## config.mk

```make
export PLATFORM = sky130hd
export DESIGN_NAME = cyc_mon_unit
export DESIGN_NICKNAME = d
export VERILOG_FILES = /design/src/rtl/cyc_mon_pkg.sv /design/src/rtl/cyc_mon_regs.sv /design/src/rtl/cyc_mon_counter.sv /design/src/rtl/cyc_mon_access.sv /design/src/rtl/cyc_mon_unit.sv
export SDC_FILE = /design/constraint.sdc
export NUM_CORES = 1
export LEC_CHECK = 0
export BUFFER_PORTS_ARGS = -buffer_cell sky130_fd_sc_hd__buf_4
export CAP_MARGIN = 20
export CORE_MARGIN = 4
export CORE_UTILIZATION = 45
export CTS_CLUSTER_SIZE = 12
export DETAILED_ROUTE_END_ITERATION = 6
export PLACE_DENSITY_LB_ADDON = 0.15
export SLEW_MARGIN = 0
export SYNTH_ARGS = -nofsm -noshare
export SYNTH_HDL_FRONTEND = slang
export SYNTH_SLANG_ARGS = --single-unit
```

## constraint.sdc

```tcl
create_clock -name clk -period 3.7 [get_ports clk]
set_input_delay 0.925 -clock clk [delete_from_list [all_inputs] [get_ports clk]]
set_output_delay 0.925 -clock clk [all_outputs]
set_load 0.005 [all_outputs]
```

## src/rtl/cyc_mon_pkg.sv

```systemverilog
package cyc_mon_pkg;

    localparam int unsigned REG_DW = 32;
    localparam int unsigned REG_AW = 3;

    typedef enum logic [REG_AW-1:0] {
        RA_CTRL    = 3'd0,
        RA_CEN_SET = 3'd1,
        RA_CEN_CLR = 3'd2,
        RA_OVF     = 3'd3,
        RA_SWINC   = 3'd4,
        RA_USER    = 3'd5,
        RA_CNT_LO  = 3'd6,
        RA_CNT_HI  = 3'd7
    } reg_addr_e;

    typedef enum logic [1:0] {
        AX_IDLE = 2'd0,
        AX_DATA = 2'd1,
        AX_DENY = 2'd2
    } acc_state_e;

    // writable control fields
    typedef struct packed {
        logic frz;   // bit 9
        logic lc;    // bit 6
        logic dp;    // bit 5
        logic div;   // bit 3
        logic en;    // bit 0
    } ctl_t;

    localparam int unsigned CTL_RO_LSB = 11;
    localparam int unsigned FLAG_BIT   = 31;

endpackage

```

## src/rtl/cyc_mon_regs.sv

```systemverilog
module cyc_mon_regs
    import cyc_mon_pkg::*;
#(
    parameter logic [REG_DW-1:0] CTL_RESET = 32'h4109_3000
) (
    input  logic              clk,
    input  logic              rst_n,
    input  logic              wr_ok,
    input  logic [REG_AW-1:0] addr,
    input  ctl_t              w_ctl,
    input  logic              w_rst,
    input  logic              w_b31,
    input  logic [3:0]        w_user,
    output ctl_t              ctl_q,
    output logic              cen_q,
    output logic [3:0]        user_q,
    output logic [REG_DW-1:0] ctl_word,
    output logic              cnt_clear,
    output logic              load_lo,
    output logic              load_hi,
    output logic              ovf_clr
);

    localparam logic [REG_DW-1:0] RO_MASK = ~((32'd1 << CTL_RO_LSB) - 32'd1);

    logic wr_ctl, wr_set, wr_clr, wr_user;

    always_comb begin
        wr_ctl  = wr_ok && (addr == RA_CTRL);
        wr_set  = wr_ok && (addr == RA_CEN_SET);
        wr_clr  = wr_ok && (addr == RA_CEN_CLR);
        wr_user = wr_ok && (addr == RA_USER);
    end

    always_ff @(posedge clk or negedge rst_n) begin
        if (!rst_n) begin
            ctl_q  <= '0;
            cen_q  <= 1'b0;
            user_q <= '0;
        end else begin
            if (wr_ctl) ctl_q <= w_ctl;
            if (wr_set && w_b31) cen_q <= 1'b1;
            else if (wr_clr && w_b31) cen_q <= 1'b0;
            if (wr_user) user_q <= w_user;
        end
    end

    always_comb begin
        ctl_word    = CTL_RESET & RO_MASK;
        ctl_word[9] = ctl_q.frz;
        ctl_word[6] = ctl_q.lc;
        ctl_word[5] = ctl_q.dp;
        ctl_word[3] = ctl_q.div;
        ctl_word[0] = ctl_q.en;
        cnt_clear   = wr_ctl && w_rst;
        load_lo     = wr_ok && (addr == RA_CNT_LO);
        load_hi     = wr_ok && (addr == RA_CNT_HI);
        ovf_clr     = wr_ok && (addr == RA_OVF) && w_b31;
    end

endmodule

```

## src/rtl/cyc_mon_counter.sv

```systemverilog
module cyc_mon_counter
    import cyc_mon_pkg::*;
#(
    parameter int unsigned CNT_W    = 64,
    parameter int unsigned DIV_LOG2 = 6
) (
    input  logic              clk,
    input  logic              rst_n,
    input  ctl_t              ctl,
    input  logic              cen,
    input  logic              prohibit,
    input  logic              cnt_clear,
    input  logic              load_lo,
    input  logic              load_hi,
    input  logic              ovf_clr,
    input  logic [REG_DW-1:0] wdata,
    output logic [CNT_W-1:0]  count,
    output logic              ovf,
    output logic              run
);

    localparam int unsigned HALF = CNT_W / 2;
    localparam int unsigned PW   = (DIV_LOG2 > 0) ? DIV_LOG2 : 1;

    logic [PW-1:0] presc;
    logic          presc_full;
    logic          tick;
    logic          wrap_evt;

    always_comb begin
        run = ctl.en && cen && !(ctl.dp && prohibit) && !(ctl.frz && ovf);
    end

    generate
        if (DIV_LOG2 > 0) begin : g_presc
            always_ff @(posedge clk or negedge rst_n) begin
                if (!rst_n)              presc <= '0;
                else if (cnt_clear)      presc <= '0;
                else if (run && ctl.div) presc <= presc + 1'b1;
            end
            assign presc_full = &presc;
        end else begin : g_nopresc
            assign presc      = '0;
            assign presc_full = 1'b1;
        end
    endgenerate

    always_comb begin
        tick     = run && (!ctl.div || presc_full);
        wrap_evt = tick && (ctl.lc ? (&count) : (&count[HALF-1:0]));
    end

    always_ff @(posedge clk or negedge rst_n) begin
        if (!rst_n) begin
            count <= '0;
        end else if (cnt_clear) begin
            count <= '0;
        end else if (load_lo || load_hi) begin
            if (load_lo) count[HALF-1:0]     <= wdata[HALF-1:0];
            if (load_hi) count[CNT_W-1:HALF] <= wdata[HALF-1:0];
        end else if (tick) begin
            count <= count + 1'b1;
        end
    end

    always_ff @(posedge clk or negedge rst_n) begin
        if (!rst_n)        ovf <= 1'b0;
        else if (wrap_evt) ovf <= 1'b1;
        else if (ovf_clr)  ovf <= 1'b0;
    end

endmodule

```

## src/rtl/cyc_mon_access.sv

```systemverilog
module cyc_mon_access
    import cyc_mon_pkg::*;
#(
    parameter int unsigned CNT_W = 64
) (
    input  logic              clk,
    input  logic              rst_n,
    input  logic              reg_rd,
    input  logic              reg_wr,
    input  logic              reg_priv,
    input  logic [REG_AW-1:0] addr,
    input  logic [3:0]        user,
    input  logic [REG_DW-1:0] ctl_word,
    input  logic              cen,
    input  logic              ovf,
    input  logic [CNT_W-1:0]  count,
    output logic              wr_ok,
    output logic              rvalid,
    output logic [REG_DW-1:0] rdata,
    output logic              err
);

    acc_state_e        state, nxt;
    logic              rd_ok;
    logic              cnt_addr;
    logic [REG_DW-1:0] mux;
    logic [REG_DW-1:0] data_q;

    always_comb begin
        cnt_addr = (addr == RA_CNT_LO) || (addr == RA_CNT_HI);
        rd_ok    = reg_priv || user[0] || (user[2] && cnt_addr);
        wr_ok    = reg_wr && (reg_priv
                   || (user[0] && addr != RA_USER)
                   || (user[1] && addr == RA_SWINC));
    end

    always_comb begin
        mux = '0;
        unique case (addr)
            RA_CTRL:    mux = ctl_word;
            RA_CEN_SET: mux[FLAG_BIT] = cen;
            RA_CEN_CLR: mux[FLAG_BIT] = cen;
            RA_OVF:     mux[FLAG_BIT] = ovf;
            RA_SWINC:   mux = '0;
            RA_USER:    mux[3:0] = user;
            RA_CNT_LO:  mux = count[REG_DW-1:0];
            RA_CNT_HI:  mux = count[CNT_W-1:CNT_W-REG_DW];
            default:    mux = '0;
        endcase
    end

    // state register
    always_ff @(posedge clk or negedge rst_n) begin
        if (!rst_n) begin
            state  <= AX_IDLE;
            data_q <= '0;
        end else begin
            state <= nxt;
            if (reg_rd) data_q <= rd_ok ? mux : '0;
        end
    end

    // transitions: grant, refuse, retire
    always_comb begin
        nxt = AX_IDLE;
        unique case (state)
            AX_IDLE, AX_DATA, AX_DENY: begin
                if (reg_rd) nxt = rd_ok ? AX_DATA : AX_DENY;
                else        nxt = AX_IDLE;
            end
            default: nxt = AX_IDLE;
        endcase
    end

    // outputs
    always_comb begin
        rvalid = 1'b0;
        err    = 1'b0;
        rdata  = '0;
        unique case (state)
            AX_IDLE: ;
            AX_DATA: begin
                rvalid = 1'b1;
                rdata  = data_q;
            end
            AX_DENY: begin
                rvalid = 1'b1;
                err    = 1'b1;
            end
            default: ;
        endcase
    end

endmodule

```

## src/rtl/cyc_mon_unit.sv

```systemverilog
module cyc_mon_unit
    import cyc_mon_pkg::*;
#(
    parameter int unsigned      CNT_W     = 64,
    parameter int unsigned      DIV_LOG2  = 6,
    parameter logic [31:0]      CTL_RESET = 32'h4109_3000
) (
    input  logic        clk,
    input  logic        rst_n,
    input  logic [2:0]  reg_addr,
    input  logic [31:0] reg_wdata,
    input  logic        reg_wr,
    input  logic        reg_rd,
    input  logic        reg_priv,
    input  logic        cnt_prohibit,
    output logic        reg_rvalid,
    output logic [31:0] reg_rdata,
    output logic        reg_err
);

    ctl_t              ctl_q;
    ctl_t              w_ctl;
    logic              cen_q;
    logic [3:0]        user_q;
    logic [REG_DW-1:0] ctl_word;
    logic              cnt_clear, load_lo, load_hi, ovf_clr, wr_ok;
    logic              cnt_load;
    logic [CNT_W-1:0]  count;
    logic              ovf;
    logic              run;

    always_comb begin
        w_ctl.frz = reg_wdata[9];
        w_ctl.lc  = reg_wdata[6];
        w_ctl.dp  = reg_wdata[5];
        w_ctl.div = reg_wdata[3];
        w_ctl.en  = reg_wdata[0];
        cnt_load  = cnt_clear || load_lo || load_hi;
    end

    cyc_mon_regs #(.CTL_RESET(CTL_RESET)) u_regs (
        .clk       (clk),
        .rst_n     (rst_n),
        .wr_ok     (wr_ok),
        .addr      (reg_addr),
        .w_ctl     (w_ctl),
        .w_rst     (reg_wdata[2]),
        .w_b31     (reg_wdata[FLAG_BIT]),
        .w_user    (reg_wdata[3:0]),
        .ctl_q     (ctl_q),
        .cen_q     (cen_q),
        .user_q    (user_q),
        .ctl_word  (ctl_word),
        .cnt_clear (cnt_clear),
        .load_lo   (load_lo),
        .load_hi   (load_hi),
        .ovf_clr   (ovf_clr)
    );

    cyc_mon_counter #(.CNT_W(CNT_W), .DIV_LOG2(DIV_LOG2)) u_cnt (
        .clk       (clk),
        .rst_n     (rst_n),
        .ctl       (ctl_q),
        .cen       (cen_q),
        .prohibit  (cnt_prohibit),
        .cnt_clear (cnt_clear),
        .load_lo   (load_lo),
        .load_hi   (load_hi),
        .ovf_clr   (ovf_clr),
        .wdata     (reg_wdata),
        .count     (count),
        .ovf       (ovf),
        .run       (run)
    );

    cyc_mon_access #(.CNT_W(CNT_W)) u_acc (
        .clk      (clk),
        .rst_n    (rst_n),
        .reg_rd   (reg_rd),
        .reg_wr   (reg_wr),
        .reg_priv (reg_priv),
        .addr     (reg_addr),
        .user     (user_q),
        .ctl_word (ctl_word),
        .cen      (cen_q),
        .ovf      (ovf),
        .count    (count),
        .wr_ok    (wr_ok),
        .rvalid   (reg_rvalid),
        .rdata    (reg_rdata),
        .err      (reg_err)
    );

endmodule

```

## After elaboration in Yosys (flattened, before gate mapping)

Cells that the tools add are included.

- Flip-flop bits (word level): 115
- Input port bits: 41
- Output and inout bits: 34
- Logic and storage cells: 96

- Add/subtract/negate cells: 2
- Equality and inequality tests: 12
- Muxes and demuxes: 22
- Reductions and logical operators: 47

Operator list:

| kind | number |
|---|---|
| two-way mux 64 bit | 3 |
| two-way mux 32 bit | 4 |
| one-hot mux 27 bit (3 select lines) | 1 |
| adder 64 x 1 -> 64 bit, second input constant | 1 |
| AND reduction 64 bit | 1 |
| AND reduction 32 bit | 1 |
| logical AND 1 bit | 23 |
| one-hot mux 4 bit (4 select lines) | 1 |
| == test 3 bit, second input constant | 4 |
| two-way mux 6 bit | 2 |
| logical OR 1 bit | 7 |
| two-way mux 1 bit | 7 |
| adder 6 x 1 -> 6 bit, second input constant | 1 |
| == test 3 x 2 -> 1 bit, second input constant | 2 |
| two-way mux 2 bit | 3 |
| != test 3 x 2 -> 1 bit, second input constant | 2 |
| AND reduction 6 bit | 1 |
| nonzero test 2 bit | 3 |
| one-hot mux 1 bit (4 select lines) | 1 |
| AND reduction 2 bit | 2 |
| OR reduction 2 bit | 2 |
| == test 3 x 1 -> 1 bit, second input constant | 1 |
| logical NOT 1 bit | 3 |
| logical NOT 3 bit | 1 |
| 6 further kinds | 6 |

## Logic depth before layout (Yosys ltp)

Gate-level depths: netlist (run 1).

- Depth after elaboration: 9
- Depth in mapped cells: 9
- Mapped depth without buffers: 7

## Cells and area by module

From an unflattened synthesis (run 1), not the netlist that was laid out.

- Cells, all modules: 926
- Area, all modules: 7808.7 um^2

By module, submodules not included:

| module | instances | cells an instance | area an instance (um^2) |
|---|---|---|---|
| cyc_mon_counter | 1 | 587 | 4749.6 |
| cyc_mon_access | 1 | 273 | 2367.3 |
| cyc_mon_regs | 1 | 66 | 691.9 |

## Least setup slack after synthesis (run 1)

OpenSTA, ideal clock, no wires.

- Path kind: input-to-reg
- From: in reg_addr[2]
- To: reg u_cnt.count[52]
- Library setup time: 0.139 ns
- Arrival: 2.540 ns
- Path slack: 1.020 ns
- Stages on the path: 7
- Path buffers: 1
- Path through: nor4b_2 -> o221ai_2 -> a21boi_2 -> or2_2 -> buf_2 -> o311ai_0 -> o21ai_0

- Cells in the longest elaborated chain, start to end: 9
- Elaborated cells on any way between the ends: 20

RTL lines:

| what | RTL line | text |
|---|---|---|
| start: declaration | cyc_mon_unit.sv:10 | `input logic [2:0] reg_addr,` |
| != test 3 bit | cyc_mon_access.sv:33 | `\|\| (user[0] && addr != RA_USER)` |
| logical AND 1 bit | cyc_mon_access.sv:33 |  |
| logical OR 1 bit | cyc_mon_access.sv:33 |  |
| logical OR 1 bit | cyc_mon_access.sv:34 | `\|\| (user[1] && addr == RA_SWINC));` |
| logical AND 1 bit | cyc_mon_access.sv:32 | `wr_ok = reg_wr && (reg_priv` |
| logical AND 1 bit (on tied branches) | cyc_mon_regs.sv:29, cyc_mon_regs.sv:56, cyc_mon_regs.sv:57 |  |
| logical AND 1 bit or logical OR 1 bit (tied branches) | cyc_mon_regs.sv:55, cyc_mon_counter.sv:58 |  |
| != test 3 x 2 -> 1 bit (no source line) (tied with other cells) | n/a |  |
| AND reduction 2 bit (no source line) or two-way mux 64 bit (tied branches) | n/a |  |
| end signal: indexed assignment | cyc_mon_counter.sv:59 | `if (load_lo) count[HALF-1:0] <= wdata[HALF-1:0];` |
| end signal: indexed assignment | cyc_mon_counter.sv:60 | `if (load_hi) count[CNT_W-1:HALF] <= wdata[HALF-1:0];` |
| end signal: assignment | cyc_mon_counter.sv:62 | `count <= count + 1'b1;` |
| end: declaration | cyc_mon_counter.sv:17 | `output logic [CNT_W-1:0] count,` |

Several ways; a longest one is shown, not always the timed one.
A chain may end at the register's enable or synchronous reset.

## Worst setup path after layout (run 1)

- From: reg u_cnt.count[1]
- To: reg u_cnt.count[46]

- Cells in the longest elaborated chain, start to end: 4

RTL lines:

| what | RTL line | text |
|---|---|---|
| adder 64 x 1 -> 64 bit | cyc_mon_counter.sv:62 |  |
| two-way mux 64 bit | cyc_mon_counter.sv:61 | `end else if (tick) begin` |
| two-way mux 64 bit | cyc_mon_counter.sv:58 | `end else if (load_lo \|\| load_hi) begin` |
| two-way mux 64 bit | cyc_mon_counter.sv:56 | `end else if (cnt_clear) begin` |

No other way between the ends. The select of a mux whose other input is x is not followed.

==> results of run 1 <==
==> metal layers <==
metal	vias to the layer above	part of all wire (%)	wire length, µm
met5	-	0	0
met4	0	3.2	891
met3	66	9.0	2520
met2	380	44	12300
met1	3584	44	12200
li1	3326	-	-
==> area by class of cell <==
class | instances | area, µm²
clock inverters | 9 | 176
multi-input cells | 634 | 4030
repair buffers | 106 | 808
inverters | 45 | 169
fillers | 1535 | 7080
flip-flops and latches | 115 | 2880
clock buffers | 22 | 474
well taps | 216 | 270
==> worst max-delay path: cells and delay by family, from the launching register on <==
| kind | cells | cell delay [ns] |
|---|---|---|
| and+or+nand+nor | 4 | 1.80 |
| adders and majority gates | 1 | 0.34 |
| AOI/OAI and AO/OA | 2 | 0.45 |
| DFF | 1 | 0.44 |
==> report_power, final <==
| part | total [mW] | internal, mW | switching [mW] |
|---|---|---|---|
| Clock | 1.83 | 1.24 | 0.589 |
| Sequential | 2.11 | 1.59 | 0.519 |
| Combinational | 1.27 | 0.516 | 0.756 |
| Total | 5.22 | 3.35 | 1.86 |
==> logic make-up after synthesis <==
family,count (synthesis)
muxes,43
adders and majority gates,5
AOI/OAI and AO/OA,283
and+or+nand+nor,298
buffers and inverters,101
xor gates and xnor gates,5
DFF,115
==> how the worst max path moves through the flow <==
| stage | endpoint | slack [ns] |
|---|---|---|
| after floorplan | u_cnt.count[52] | 1.02 |
| after global placement | u_cnt.count[0] | 0.58 |
| after detailed placement | u_cnt.count[48] | 0.52 |
| after CTS | u_cnt.count[46] | 0.70 |
| after global routing | u_cnt.count[46] | 0.51 |
| final | u_cnt.count[46] | 0.59 |
==> state kept, by name (all words and copies together), names as in the netlist <==
| name | count |
|---|---|
| u_acc.state | 2 |
| u_acc.data_q | 32 |
| u_cnt.ovf | 1 |
| u_cnt.presc | 6 |
| u_cnt.count | 64 |
| u_regs.user_q | 4 |
| u_regs.cen_q | 1 |
| u_regs.ctl_q | 5 |
==> layout by cell type, fill, tap and decap left out, types with 21 or more instances in the layout <==
cell type	Yosys	routed
a21oi_1	45	45
and2_1	40	40
buf_4	1	105
dfrtp_1	115	115
inv_1	45	45
mux2i_1	23	23
nand2_1	79	79
nand3_1	37	37
nand4_1	21	21
nor2_1	30	30
nor3_1	22	21
o21ai_0	91	91
o22ai_1	34	34
==> per-stage QoR <==
stage          utilization (%)  power (mW)  hold WS, ns
6_report                  55.4        5.22        0.522
5_1_grt                   55.4        5.46        0.531
4_1_cts                   55.4        5.19        0.523
3_5_place_dp              51.3        3.35        0.515
3_3_place_gp              51.3        3.31        0.508
2_1_floorplan                -        2.72        0.480
==> impl_metrics.csv, run 1 <==
group,metric,value,unit
outcome,status,"finished clean",
routing,detail_route.iter0.violations,665,
placed_design,placed_area,8160,µm²
synth,synth-compound-area-share,25.3,%
min_path,worstHoldPathType,"reg -> reg",
clock_network,cts_sinks,115,
min_path,min_to,"u_acc.data_q[1]",
layout,drive_gt1_share,18.6,%
layout,fin_nets,965,
clock_network,clockBufferDepth,2,
floorplanning,die_h,135,µm
global_routing,use_met2,45.2,%
layout,fin_cells,1147,
setup_path,crit_path_top_delay_cell,"nor4_4",
layout,syn2layout_area_growth,20.6,%
synth,ys_seq_elements,115,
global_routing,grt_pass1_vias,7031,
synth,yosysMostFrequentCell,"dfrtp_1",
synth,synth-edff-count,0,
floorplanning,die-area,18300,µm²
routing,vias_per_cell,6.41,
setup_path,critPathLaunchType,"flop",
synth,yosys.area_share.simple,22.1,%
global_routing,overflow,0,
placed_design,place_congestion,1.01,
sta,rsz0062_at_grt,"false",
sta,fin_crit,3.11,ns
synth,synthCells,850,
setup_path,ff2ff_path_depth,7,
sta,slew_headroom,47.3,%
synth,syn_area_per_cell,8.59,µm²
synth,synth_nets,896,
global_routing,grt_antenna_before_repair,0,
routing,wl,27900,µm
setup_path,crit_chain,"ha_1 -> nand3_1 -> or3_1 -> nor4_4 -> nand2_1 -> o31ai_1 -> a32o_1",
synth,yosys_most_used_dff,"dfrtp_1",
clock_network,cts_tree,"yes",
synth,synth_top_area_share,39.4,%
global_routing,track_usage,30.6,%
sta,fmax,322,MHz
sta,fin_worst_skew,0.00809,ns
layout,antenna_cells,0,
clock_network,cts_root_buf,"clkbuf_16",
setup_path,r2r_slack,0.59,ns
setup_path,startpoint,"u_cnt.count[1]",
power_and_ir_drop,p_leak,3.61,nW
synth,netlist_top_cells_count,"115 x dfrtp_1, 91 x o21ai_0, 79 x nand2_1",
sta,final-hold-violation-count,0,
synth,syn-cell-area,7300,µm²
global_routing,grtUsageMet1,43.2,%
synth,yosysTopAreaCell,"dfrtp_1",
synth,ys_seq_area_share,39.4,%
clock_network,post_cts_buffers,0,
setup_path,arrival,3.46,ns
placed_design,dpl_worst_slack,0.516,ns
sta,finalMaxSlewViolations,0,
setup_path,cp_slowest_stage_delay,0.78,ns
floorplanning,pin_count,75,
setup_path,end_kind,"flop",
synth,synthXorXnorAreaFrac,0.600,%
sta,finalCritPeriodShare,84.0,%
global_routing,use_met3,7.80,%
setup_path,critPathMaxFanout,10,
sta,setup_tns,0,ns
min_path,hold_depth,2,
global_routing,grt_pass1_wl,42300,µm
floorplanning,coreArea,15900,µm²
routing,dr.pass1.iters,6,
synth,synth_top_family_by_area,"compound AO/OA/AOI/OAI gates",
clock_network,htreeDepth,4,
clock_network,insertion_delay,0.42,ns
clock_network,cts_inserted_buffers,17,
routing,vias,7356,
setup_path,reg2reg_to,"u_cnt.count[46]",
power_and_ir_drop,power_density,592,nW/µm²
global_routing,grt_max_degree,68,
routing,detail-route-antenna-nets,0,
run,drv_cap,0,
placed_design,numPortBuffers,74,
synth,synth_area_leaders,"dfrtp_1 39%, o21ai_0 6.2%, nand2_1 4.1%, and2_1 3.4%, mux2i_1 3.2%",
placed_design,place_inst,1116,
global_routing,grt-busiest-layer,"met2",
setup_path,r2r-start,"u_cnt.count[1]",
sta,tightestPinTransition,0.787,ns
synth,synth.area.mux_share,6.24,%
floorplanning,num_rows,46,
routing,drc,0,
layout,final_cell_area,8810,µm²
clock_network,clk_pin_slew,0.06,ns
setup_path,path_class,"reg -> reg",
floorplanning,start_util,46.0,%
min_path,min-delay-start,"u_acc.data_q[1]",
synth,ys_warn_count,0,
synth,async_flop_share,100,%
clock_network,post_cts_resized,0,
setup_path,required,4.05,ns
placed_design,hpwl,20400,µm
routing,wl_per_cell,24.3,µm
clock_network,postCtsHoldBufs,0,
floorplanning,die_w,135,µm
synth,yosys.area_share.adder,0.857,%
sta,setup_violations,0,
synth,netlist-cell-type-count,73,
sta,fin_ws,0.593,ns
power_and_ir_drop,vdd_drop_max,337,µV
Power figures use the tool's default switching activity.
==> inputs of run 2 (changes only) <==
--- a/config.mk
+++ b/config.mk
@@ -5,6 +5,7 @@
 export SDC_FILE = /design/constraint.sdc
 export NUM_CORES = 1
 export LEC_CHECK = 0
+export ABC_AREA = 1
 export BUFFER_PORTS_ARGS = -buffer_cell sky130_fd_sc_hd__buf_4
 export CAP_MARGIN = 20
 export CORE_MARGIN = 4
==> constraint.sdc (replaced) <==
create_clock -name clk -period 3.2 [get_ports clk]
set_input_delay 0.8 -clock clk [delete_from_list [all_inputs] [get_ports clk]]
set_output_delay 0.8 -clock clk [all_outputs]
set_load 0.005 [all_outputs]
==> run 2 against run 1 <==
Effect of this change: register-to-register slack about the same; setup slack got worse by 0.046 ns; clock skew grew 0.0090 ns; via count grew 22%; synthesized cell count up 52%; die area is 12% higher; sequential power grew 28%; global-route usage shrank 0.54 points; largest power group unchanged.
==> impl_metrics.csv, run 2 <==
group,metric,value,unit
sta,tightestPinTransition,0.605,ns
synth,netlist_top_cells_count,"413 x nand2_1, 200 x inv_1, 149 x nor2_1",
sta,finalMaxSlewViolations,0,
synth,yosys_most_used_dff,"dfrtp_1",
global_routing,overflow,0,
setup_path,critPathMaxFanout,21,
sta,fmax,377,MHz
floorplanning,coreArea,18000,µm²
floorplanning,die-area,20600,µm²
setup_path,r2r-start,"u_cnt.count[1]",
layout,largest_register,"u_cnt.count",
power_and_ir_drop,power_density,660,nW/µm²
layout,final_util,53.5,%
setup_path,arrival,1.85,ns
routing,vias_per_cell,5.58,
routing,wl,30400,µm
synth,ys_warn_count,0,
layout,syn2layout_area_growth,16.8,%
clock_network,cts_tree,"yes",
routing,wl_per_cell,19.0,µm
sta,final-hold-violation-count,0,
synth,async_flop_share,100,%
power_and_ir_drop,vdd_drop_max,422,µV
synth,netlist-cell-type-count,43,
layout,largestRegisters,"u_cnt.count: 64 flops, u_acc.data_q: 32 flops, u_cnt.presc: 6 flops",
clock_network,cts_inserted_buffers,17,
power_and_ir_drop,p_leak,4.73,nW
clock_network,postCtsHoldBufs,0,
clock_network,insertion_delay,0.44,ns
layout,multi_input_area,4400,µm²
layout,seqCellArea,2880,µm²
clock_network,htreeDepth,4,
layout,largest_reg_flops,64,
synth,ys_seq_area_share,34.8,%
clock_network,post_cts_resized,0,
global_routing,track_usage,30.0,%
global_routing,grt_antenna_before_repair,1,
sta,setup_tns,0,ns
setup_path,path_class,"reg -> out",
clock_network,cts_root_buf,"clkbuf_16",
placed_design,hpwl,22900,µm
routing,drc,0,
layout,fin_nets,1407,
layout,final_common_cell,"nand2_1",
setup_path,r2r_slack,0.59,ns
clock_network,clockBufferDepth,2,
min_path,worstHoldPathType,"in -> async",
placed_design,place_congestion,0.989,
clock_network,post_cts_buffers,0,
clock_network,clk_pin_slew,0.06,ns
outcome,status,"finished clean",
setup_path,end_kind,"primary output",
global_routing,grt_pass1_wl,47000,µm
sta,rsz0062_at_grt,"false",
synth,syn_area_per_cell,6.38,µm²
sta,slew_headroom,59.2,%
synth,synth_area_leaders,"dfrtp_1 35%, nand2_1 19%, inv_1 9.1%, nor2_1 6.8%, nand3_1 4.9%",
routing,detail_route.iter0.violations,902,
layout,mostFrequentLayoutCells,"413 x nand2_1, 200 x inv_1, 149 x nor2_1",
sta,setup_violations,0,
layout,drive_gt1_share,10.8,%
synth,ys_seq_elements,115,
layout,antenna_cells,0,
floorplanning,start_util,45.9,%
setup_path,required,2.40,ns
setup_path,reg2reg_to,"u_cnt.count[38]",
setup_path,critPathLaunchType,"flop",
run,drv_cap,0,
synth,synth-edff-count,0,
routing,vias,8942,
sta,fin_crit,2.65,ns
global_routing,grt_max_degree,68,
floorplanning,die_h,144,µm
synth,synth_nets,1342,
floorplanning,num_rows,49,
synth,synth_top_area_share,34.8,%
placed_design,numPortBuffers,74,
sta,fin_worst_skew,0.0171,ns
synth,yosysTopAreaCell,"dfrtp_1",
sta,finalCritPeriodShare,82.9,%
floorplanning,pin_count,75,
routing,dr.pass1.iters,7,
layout,n_fill_cell,1865,
synth,synthCells,1296,
synth,yosysMostFrequentCell,"nand2_1",
synth,syn-cell-area,8270,µm²
floorplanning,die_w,144,µm
global_routing,grt_pass1_vias,8235,
routing,detail-route-antenna-nets,0,
setup_path,ff2ff_path_depth,12,
clock_network,cts_sinks,115,
-- run 2: changes by cell type after synthesis, sizes merged, moves of 22 or more --
cell	delta
nand2	+337
inv	+160
nor2	+121
nand3	+45
and2	-40
nand4	+40
a21oi	-27
clkbuf	-24
mux2i	-23
o21ai	-22
-- run 2: routing by layer --
| layer | wire length (µm) | track usage (%) |
|---|---|---|
| met5 | 13 | 0 |
| met4 | 582 | 8.33 |
| met3 | 2700 | 6.92 |
| met2 | 13500 | 45.1 |
| met1 | 13600 | 43.7 |
-- run 2: final cells by class --
class / instances / area share (%)
clock buffers: 18 / 4.55
clock inverters: 14 / 1.57
inverters: 206 / 8.01
multi-input cells: 929 / 45.5
flip-flops and latches: 115 / 29.8
well taps: 229 / 2.97
repair buffers: 92 / 7.54
-- run 2: critical path, cell delays in order (launching register included) --
cell and delay [ns]:
dfrtp_1 0.40, inv_1 0.06, ha_1 0.40, buf_4 0.32, nand2_1 0.08, inv_1 0.06, buf_4 0.10
-- run 2: how the worst max path moves through the flow --
stage                                  to  slack, ns           start  cells past startpoint
after detailed placement   u_cnt.count[4]       0.35     reg_addr[1]                     11
final                       reg_rdata[22]       0.55  u_acc.state[1]                      6
after global routing        reg_rdata[28]       0.35  u_acc.state[1]                      6
after global placement    u_cnt.count[48]       0.41     reg_addr[1]                     11
after floorplan           u_cnt.count[58]       1.11     reg_addr[1]                     11
after CTS                   reg_rdata[19]       0.51  u_acc.state[1]                      6
-- run 2: cell families (layout without fill, tap and decap cells) --
logic type / count (synthesis) / count (layout) / synth area share [%]
and+or+nand+nor: 740 / 740 / 38.4
buffers and inverters: 252 / 330 / 12.0
AOI/OAI and AO/OA: 169 / 169 / 12.4
DFF: 115 / 115 / 34.8
xor gates and xnor gates: 13 / 13 / 1.38
adders and majority gates: 5 / 5 / 0.757
muxes: 2 / 2 / 0.272
-- run 2: report_power, final --
| part | switching [mW] | leakage [nW] | internal (mW) |
|---|---|---|---|
| Combinational | 1.03 | 2.92 | 0.673 |
| Clock | 0.791 | 0.287 | 1.17 |
| Sequential | 0.808 | 1.52 | 1.89 |
-- run 2: through the flow --
step / total power [mW] / cell area, µm² / setup slack [ns] / hold slack, ns / std cells
final: 6.37 / 9650 / 0.548 / 0.314 / 1603
after CTS: 6.32 / 9650 / 0.514 / 0.330 / 1603
after global routing: 6.72 / 9650 / 0.351 / 0.348 / 1603
after floorplan: 3.57 / 8270 / 1.11 / 0.433 / 1296
after detailed placement: 4.36 / 9060 / 0.345 / 0.462 / 1571
after global placement: 4.32 / 9060 / 0.405 / 0.459 / 1571
